## config.mk

```make
export PLATFORM = sky130hd
export DESIGN_NAME = intr_sleep_ctrl
export DESIGN_NICKNAME = d
export VERILOG_FILES = /design/src/rtl/intr_sleep_pkg.sv /design/src/rtl/intr_flag_bank.sv /design/src/rtl/intr_enable_regs.sv /design/src/rtl/intr_sleep_fsm.sv /design/src/rtl/intr_sleep_ctrl.sv
export SDC_FILE = /design/constraint.sdc
export NUM_CORES = 1
export LEC_CHECK = 0
export ABC_AREA = 0
export BUFFER_PORTS_ARGS = -buffer_cell sky130_fd_sc_hd__buf_2
export CAP_MARGIN = 20
export CORE_UTILIZATION = 38
export DETAILED_ROUTE_END_ITERATION = 12
export PLACE_DENSITY = 0.68
export SYNTH_ARGS = -nofsm -noshare
export SYNTH_HDL_FRONTEND = slang
export SYNTH_SLANG_ARGS = --single-unit
```

## constraint.sdc

```tcl
create_clock -name clk -period 1.43 [get_ports clk]
set_clock_uncertainty 0.1 [all_clocks]
set_input_delay 0 -clock clk [delete_from_list [all_inputs] [get_ports clk]]
set_output_delay 0 -clock clk [all_outputs]
set_load 0.05 [all_outputs]
```

## src/rtl/intr_sleep_pkg.sv

```systemverilog
package intr_sleep_pkg;
  typedef enum logic [1:0] {
    PS_RUN  = 2'd0,
    PS_HALT = 2'd1,
    PS_STOP = 2'd2
  } pwr_state_e;
endpackage

```

## src/rtl/intr_flag_bank.sv

```systemverilog
module intr_flag_bank #(
  parameter int NUM_SRC = 14
) (
  input  logic               clk,
  input  logic               rst_n,
  input  logic [NUM_SRC-1:0] src_strobe,
  input  logic               ack_we,
  input  logic [NUM_SRC-1:0] ack_bits,
  output logic [NUM_SRC-1:0] flags_q
);
  logic [NUM_SRC-1:0] clr_mask;
  logic [NUM_SRC-1:0] flags_d;
  logic               flag_upd;

  always_comb begin
    clr_mask = ack_we ? ack_bits : '0;
    // set has priority over clear on the same bit
    flags_d  = (flags_q & ~clr_mask) | src_strobe;
    flag_upd = ack_we | (|src_strobe);
  end

  always_ff @(posedge clk or negedge rst_n) begin
    if (!rst_n) begin
      flags_q <= '0;
    end else if (flag_upd) begin
      flags_q <= flags_d;
    end
  end


  flag_set_chk: assert property (@(posedge clk) disable iff (!rst_n)
    (|src_strobe) |=> ((flags_q & $past(src_strobe)) == $past(src_strobe)));


  flag_clr_chk: assert property (@(posedge clk) disable iff (!rst_n)
    ack_we |=> ((flags_q & $past(ack_bits & ~src_strobe)) == '0));


  flag_hold_chk: assert property (@(posedge clk) disable iff (!rst_n)
    (!ack_we && (src_strobe == '0)) |=> $stable(flags_q));
endmodule

```

## src/rtl/intr_enable_regs.sv

```systemverilog
module intr_enable_regs #(
  parameter int NUM_SRC = 14,
  parameter int KEY_IDX = 12
) (
  input  logic               clk,
  input  logic               rst_n,
  input  logic               mie_we,
  input  logic               mie_wdata,
  input  logic               mask_we,
  input  logic [NUM_SRC-1:0] mask_wdata,
  input  logic [NUM_SRC-1:0] flags,
  output logic               cpu_irq,
  output logic               any_wake,
  output logic               key_wake
);
  logic               mie_q;
  logic [NUM_SRC-1:0] mask_q;
  logic [NUM_SRC-1:0] live;

  always_ff @(posedge clk or negedge rst_n) begin
    if (!rst_n) begin
      mie_q <= 1'b0;
    end else if (mie_we) begin
      mie_q <= mie_wdata;
    end
  end

  always_ff @(posedge clk or negedge rst_n) begin
    if (!rst_n) begin
      mask_q <= '0;
    end else if (mask_we) begin
      mask_q <= mask_wdata;
    end
  end

  always_comb begin
    live     = mask_q & flags;
    any_wake = |live;
    key_wake = live[KEY_IDX];
    cpu_irq  = mie_q & any_wake;
  end


  irq_off_chk: assert property (@(posedge clk) disable iff (!rst_n)
    (mie_we && !mie_wdata) |=> !cpu_irq);


  mask_clear_chk: assert property (@(posedge clk) disable iff (!rst_n)
    (mask_we && (mask_wdata == '0)) |=> (!any_wake && !key_wake));
endmodule

```

## src/rtl/intr_sleep_fsm.sv

```systemverilog
module intr_sleep_fsm
  import intr_sleep_pkg::*;
#(
  parameter int STEP_CLKS = 16
) (
  input  logic       clk,
  input  logic       rst_n,
  input  logic       halt_req,
  input  logic       stop_req,
  input  logic       any_wake,
  input  logic       key_wake,
  output logic [1:0] pwr_state,
  output logic       run_en,
  output logic       dma_allow
);
  localparam int CNT_W = (STEP_CLKS > 1) ? $clog2(STEP_CLKS) : 1;
  localparam logic [CNT_W-1:0] LAST_CNT = CNT_W'(STEP_CLKS - 1);

  pwr_state_e       state_q, state_d;
  logic [CNT_W-1:0] cnt_q, cnt_d;
  logic             tick;

  always_comb begin
    tick    = (state_q != PS_RUN) && (cnt_q == LAST_CNT);
    state_d = state_q;
    unique case (state_q)
      PS_RUN: begin
        if (stop_req)      state_d = PS_STOP;
        else if (halt_req) state_d = PS_HALT;
      end
      PS_HALT: if (tick && any_wake) state_d = PS_RUN;
      PS_STOP: if (tick && key_wake) state_d = PS_RUN;
      default: state_d = PS_RUN;
    endcase
    cnt_d = (state_q == PS_RUN || tick) ? '0 : cnt_q + 1'b1;
  end

  always_ff @(posedge clk or negedge rst_n) begin
    if (!rst_n) begin
      state_q <= PS_RUN;
      cnt_q   <= '0;
    end else begin
      state_q <= state_d;
      cnt_q   <= cnt_d;
    end
  end

  always_comb begin
    pwr_state = state_q;
    run_en    = (state_q == PS_RUN);
    dma_allow = (state_q != PS_STOP);
  end


  stop_entry_chk: assert property (@(posedge clk) disable iff (!rst_n)
    (state_q == PS_RUN && stop_req) |=> (state_q == PS_STOP));


  no_early_wake_chk: assert property (@(posedge clk) disable iff (!rst_n)
    (state_q != PS_RUN && !tick) |=> (state_q == $past(state_q)));


  halt_wake_chk: assert property (@(posedge clk) disable iff (!rst_n)
    (state_q == PS_HALT && tick && any_wake) |=> (state_q == PS_RUN));


  stop_hold_chk: assert property (@(posedge clk) disable iff (!rst_n)
    (state_q == PS_STOP && tick && !key_wake) |=> (state_q == PS_STOP));
endmodule

```

## src/rtl/intr_sleep_ctrl.sv

```systemverilog
module intr_sleep_ctrl #(
  parameter int NUM_SRC   = 14,
  parameter int KEY_IDX   = 12,
  parameter int STEP_CLKS = 16
) (
  input  logic               clk,
  input  logic               rst_n,
  input  logic [NUM_SRC-1:0] src_strobe,
  input  logic               mie_we,
  input  logic               mie_wdata,
  input  logic               mask_we,
  input  logic [NUM_SRC-1:0] mask_wdata,
  input  logic               ack_we,
  input  logic [NUM_SRC-1:0] ack_bits,
  input  logic               halt_req,
  input  logic               stop_req,
  output logic               cpu_irq,
  output logic               run_en,
  output logic [1:0]         pwr_state,
  output logic               dma_allow,
  output logic [NUM_SRC-1:0] pending
);
  logic [NUM_SRC-1:0] flags;
  logic               any_wake;
  logic               key_wake;

  intr_flag_bank #(.NUM_SRC(NUM_SRC)) u_flags (
    .clk        (clk),
    .rst_n      (rst_n),
    .src_strobe (src_strobe),
    .ack_we     (ack_we),
    .ack_bits   (ack_bits),
    .flags_q    (flags)
  );

  intr_enable_regs #(.NUM_SRC(NUM_SRC), .KEY_IDX(KEY_IDX)) u_en (
    .clk        (clk),
    .rst_n      (rst_n),
    .mie_we     (mie_we),
    .mie_wdata  (mie_wdata),
    .mask_we    (mask_we),
    .mask_wdata (mask_wdata),
    .flags      (flags),
    .cpu_irq    (cpu_irq),
    .any_wake   (any_wake),
    .key_wake   (key_wake)
  );

  intr_sleep_fsm #(.STEP_CLKS(STEP_CLKS)) u_fsm (
    .clk       (clk),
    .rst_n     (rst_n),
    .halt_req  (halt_req),
    .stop_req  (stop_req),
    .any_wake  (any_wake),
    .key_wake  (key_wake),
    .pwr_state (pwr_state),
    .run_en    (run_en),
    .dma_allow (dma_allow)
  );

  assign pending = flags;


  dma_block_chk: assert property (@(posedge clk) disable iff (!rst_n)
    (pwr_state == 2'd2) |-> !dma_allow);
endmodule

```

* Yosys cells after proc, flatten, opt, wreduce, memory -nomap -nowiden
Cells that the tools add are included.
** Word-level totals
- Output and inout bits :: 19
- Word-level logic and storage cells :: 35
- Flip-flop bits (word level) :: 35
- Bits of input ports :: 50
** Cells by class
- Eq/ne operators :: 7
- Bitwise operators :: 6
- Reduce and logical (&&, ||, !) cells :: 9
- Muxes and demuxes :: 7
- $add $sub $neg :: 1
** Operators with widths (number)
- bitwise AND 14 bit :: 2
- OR reduction 14 bit :: 2
- two-way mux 14 bit :: 1
- NOT 14 bit :: 1
- bitwise OR 14 bit :: 1
- two-way mux 2 bit :: 4
- case mux 2 bit (3 select lines) :: 1
- adder 4 x 1 -> 4 bit, second input constant :: 1
- equality test 4 bit, second input constant :: 1
- two-way mux 4 bit :: 1
- inequality test 2 x 1 -> 1 bit, second input constant :: 2
- logical AND 1 bit :: 3
- inequality test 3 bit, second input constant :: 1
- AND reduction 3 bit :: 1
- equality test 2 x 1 -> 1 bit, second input constant :: 1
- equality test 2 bit, second input constant :: 1
- logical NOT 2 bit :: 1
- inequality test 2 bit, second input constant :: 1
- nonzero test 2 bit :: 1
- bitwise AND 1 bit :: 1
- logical OR 1 bit :: 1
- bitwise OR 1 bit :: 1

* Longest topological paths before layout
- Depth in word-level cells :: 5
- Depth in mapped cells :: 4
- Mapped depth without buffers :: 4

* Cells and area by module
A second synthesis with hierarchy kept.
** Second synthesis, totals
- Cell total of the unflattened synthesis :: 111
- Area total of the unflattened synthesis :: 1480.2 sq um
** By module, submodules not included
- intr_enable_regs :: area an instance 650.6 sq um, cells each 43, seq. area each 375.4 sq um, instances 1
- intr_flag_bank :: area an instance 519.2 sq um, cells each 43, seq. area each 350.3 sq um, instances 1
- intr_sleep_fsm :: area an instance 310.3 sq um, cells each 25, seq. area each 150.1 sq um, instances 1

* Least setup slack after synthesis
OpenSTA, ideal clock, no wires.
- Path kind :: flip-flop to flip-flop
- From :: reg u_fsm.state_q[1] (netlist: u_fsm.pwr_state[1])
- To :: reg u_fsm.state_q[0] (netlist: u_fsm.pwr_state[0])
- Period minus slack after synthesis :: 2089 ps
- Setup time :: 90 ps
- Path buffers :: 0
- Arrival time :: 1899 ps
- Stages on the path, launching flop included :: 4
- Path slack :: -659 ps
- Cells stage by stage :: dfrtp_1 > nor2_1 > a21oi_1 > a211oi_2
** On the way
- Elaborated cells on any way between the ends :: 12
- Those cells by class :: 5 x eq/ne; 1 x mux; 6 x reduce/logical
** RTL lines
- start, declared :: line intr_sleep_fsm.sv:19 : pwr_state_e state_q, state_d;
- start signal, assigned :: line intr_sleep_fsm.sv:43 : state_q <= state_d;
- logical NOT 2 bit (*)
- net run_en :: line intr_sleep_ctrl.sv:18 : output logic run_en,
- inequality test 3 bit (no line)
- AND reduction 3 bit (no line)
The timed path passes the listed nets; every way through them passes the cells marked *.
A chain may end at the register's enable or synchronous reset.

* Final worst setup path
- From :: reg u_en.mask_q[6]
- To :: out cpu_irq
** On the way
- Word-level cells in the longest chain between the ends :: 3
** RTL lines
- start, declared :: line intr_enable_regs.sv:17 : logic [NUM_SRC-1:0] mask_q;
- start signal, assigned :: line intr_enable_regs.sv:32 : mask_q <= mask_wdata;
- bitwise AND 14 bit :: line intr_enable_regs.sv:37 : live = mask_q & flags;
- OR reduction 14 bit :: line intr_enable_regs.sv:38 : any_wake = |live;
- bitwise AND 1 bit :: line intr_enable_regs.sv:40 : cpu_irq = mie_q & any_wake;
- end, declared :: line intr_sleep_ctrl.sv:17 : output logic cpu_irq,
Every way passes these cells.

==> metrics.csv <==
metric;value;unit
Synth Register Bits;35;
DRT iter0 DRCs;30;
Peak Freq;0.619;GHz
Slew @ Worst Pin;0.471;ns
status;complete, but fails checks;
TritonRoute pass-1 iters;4;
Syn Area/Cell;12.8;sq um
Worst EP arrival;1.51;ns
global-route wire length before repair;6540;microns
Yosys top cell area share;61.7;%
slew margin rel.;68.6;%
clock-pin slew on the worst setup and hold paths;0.07;ns
ANT nets after route;0;
Crit Path Class;reg -> out;
most frequent cells in the layout;67 x buf_2, 47 x dlygate4sd3_1, 26 x dfrtp_1;
PortBufs;68;
Row Count;21;
sw frac;34.1;%
vias in the first global route;1508;
largest net degree at the start of global routing;22;
setup ws final;-0.185;ns
Reg-to-Reg Start;u_en.mask_q[6];
core area;3470;sq um
Final setup viols;2;
pwr dens;1180;nW/um^2
P_int;0.00189;W
# IOs;69;
part of the power in combinational logic;30.9;%
Placer Congestion;0.701;
Worst setup EP type;output port;
Tcrit/Tclk final;113;%
crit path from;u_en.mask_q[6];
Max-cap violations;0;
H-tree depth;2;
Vias/cell;4.84;
Synth Net Count;162;
die height;63.1;microns
effective utilization at floorplan;40.9;%
CP Max Fanout;2;
total negative setup slack;-0.209;ns
RSZ-0062 raised after global routing;yes;
Layout area overhead;71.7;%
Chip Width;63.1;microns
overall routing resource usage;21.7;%
Top delay family on crit path;compound AO/OA/AOI/OAI gates;
CTS sink count;35;
Post-DP HPWL;2490;microns
worst path bufs/invs;1;
failing checks;negative setup slack;
register area share after synthesis;61.7;%
via count;1371;
Syn Inst Count;111;
Crit path depth;5;
root buffer cell;clkbuf_8;
ant diodes;0;
Reg2Reg Depth;5;
Clock Power Share;25.3;%
clock buffer depth;2;
commonest non-fill, non-tap cell in the layout;buf_2;
nets;287;
largest stage delay on the critical path;0.38;ns
min Tclk post-route;1.61;ns
synthesized area;1420;sq um
synth unique cells;23;
DRT Wirelength;3900;microns
kind of start point of the critical path;register;
Worst Setup EP;cpu_irq;
Residual DRC;0;
die area;3980;sq um
Yosys warnings;0;
clk_lat worst skew;0.28;ns
wire per inst;13.8;microns
DP Cell Count;226;
ratio of cells with drive above 1 in the final layout;46.0;%
Final Core Density;70.2;%
Area after DPL;1850;sq um
final instance area;2440;sq um
CTS Buf Count;5;
Slew Viols, Final;0;
Hold Path Class;in -> reg;
grt ovf;0;
WP data required;1.33;ns
Synth area leader;dfrtp_1;
total chip power;0.00287;W
Filler Cells Inserted;282;
FF-to-FF setup slack;-0.02;ns
sequential share of power;43.9;%
Leak Pwr;1.12;nW
top post-synthesis cells by area;dfrtp_1 62%, mux2_2 12%, a21o_1 7.4%;
initial antenna violation count;0;
CTS tree;yes;
fin cells;283;
Sw Pwr;0.000980;W
worst vdd ir;0.808;mV
crit path cell chain;a22o_1 -> a221oi_2 -> nand4_1 -> and2_4 -> buf_6;
r2r endpoint;u_fsm.pwr_state[0];
slowest CP cell;dfrtp_1;
Fin. Hold Viols;0;
[stage by stage]
| step | setup slack [ns] | hold WS, ns |
|---|---|---|
| after CTS | -0.232 | 0.0427 |
| after global routing | -0.255 | 0.0720 |
| after detailed placement | 0.00335 | -0.128 |
| after floorplan | -0.00357 | -0.396 |
| after global placement | 0.0313 | -0.137 |
| final | -0.185 | 0.0585 |
[power groups by stage]
stage | logic, W | registers, W | clock network [W]
floorplan | 0.000382 | 0.00142 | 0
global placement | 0.000753 | 0.00126 | 0
detailed placement | 0.000769 | 0.00128 | 0
CTS | 0.000881 | 0.00126 | 0.000753
global route | 0.000956 | 0.00127 | 0.000804
finish | 0.000886 | 0.00126 | 0.000726
[how the worst min path moves through the flow]
stage	startpoint	endpoint	slack, ns	cells past startpoint
6_report	ack_we	u_flags.flags_q[9]	0.06	3
5_1_grt	ack_we	u_flags.flags_q[9]	0.07	3
4_1_cts	ack_we	u_flags.flags_q[6]	0.04	3
3_5_place_dp	rst_n	u_flags.flags_q[12]	-0.13	1
3_3_place_gp	rst_n	u_flags.flags_q[12]	-0.14	1
2_1_floorplan	rst_n	u_en.mask_q[0]	-0.40	0
[metal layers]
layer	global-route usage, %	vias up	routed length, microns
met3	5.80	6	241
met4	6.98	0	48
met1	24.2	647	1600
li1	-	652	-
met5	0	-	0
met2	39.5	66	2010
[sequential cells by signal, summed over array words and instances (netlist names)]
name,flops
u_flags.flags_q,14
u_en.mask_q,14
u_fsm.pwr_state,2
u_fsm.cnt_q,4
u_en.mie_q,1
[cells in the mapped netlist (all sizes together)]
cell and instances:
a211oi 1, a21o 14, a21oi 4, a221oi 1, a22o 1, a22oi 5
and2 1, and3 1, and3b 1, buf 2, dfrtp 35, ha 1
inv 2, mux2 15, nand2 16, nand2b 1, nand3 1, nand4 1
nand4b 1, nor2 3, nor3b 1, o21ai 2, xnor2 1
[cell type report]
type                    instances  area [sq um]  share of cell area (%)
repair buffers                120           855                    35.1
well taps                      46          57.6                    2.36
flip-flops and latches         35           887                    36.4
clock inverters                 1          5.00                   0.205
multi-input cells              72           538                    22.1
clock buffers                   7          86.3                    3.54
inverters                       2          7.51                   0.308
[worst min-delay path, cell delays in order]
cell and delay (ns):
buf_2 0.21, nand2_1 0.10, a21o_1 0.10
[cells by family (layout without fill, tap and decap cells)]
family / after synthesis / in the layout / share of synthesized area, %
buffers and inverters: 4 / 130 / 1.23
adders and majority gates: 1 / 1 / 0.882
DFF: 35 / 35 / 61.7
AOI/OAI and AO/OA: 28 / 28 / 14.7
muxes: 15 / 15 / 11.9
xor gates and xnor gates: 1 / 1 / 0.617
and+or+nand+nor: 27 / 27 / 8.91
[repair_timing]
item                       4_1_cts  5_1_grt
setup buffers                    1        2
hold endpoints to repair        66        0
pin swaps                        2        2
gates resized for setup          2        0
setup endpoints to repair        1        3
hold buffers                    47        0
Note: power is estimated with default switching activity, not from simulation.
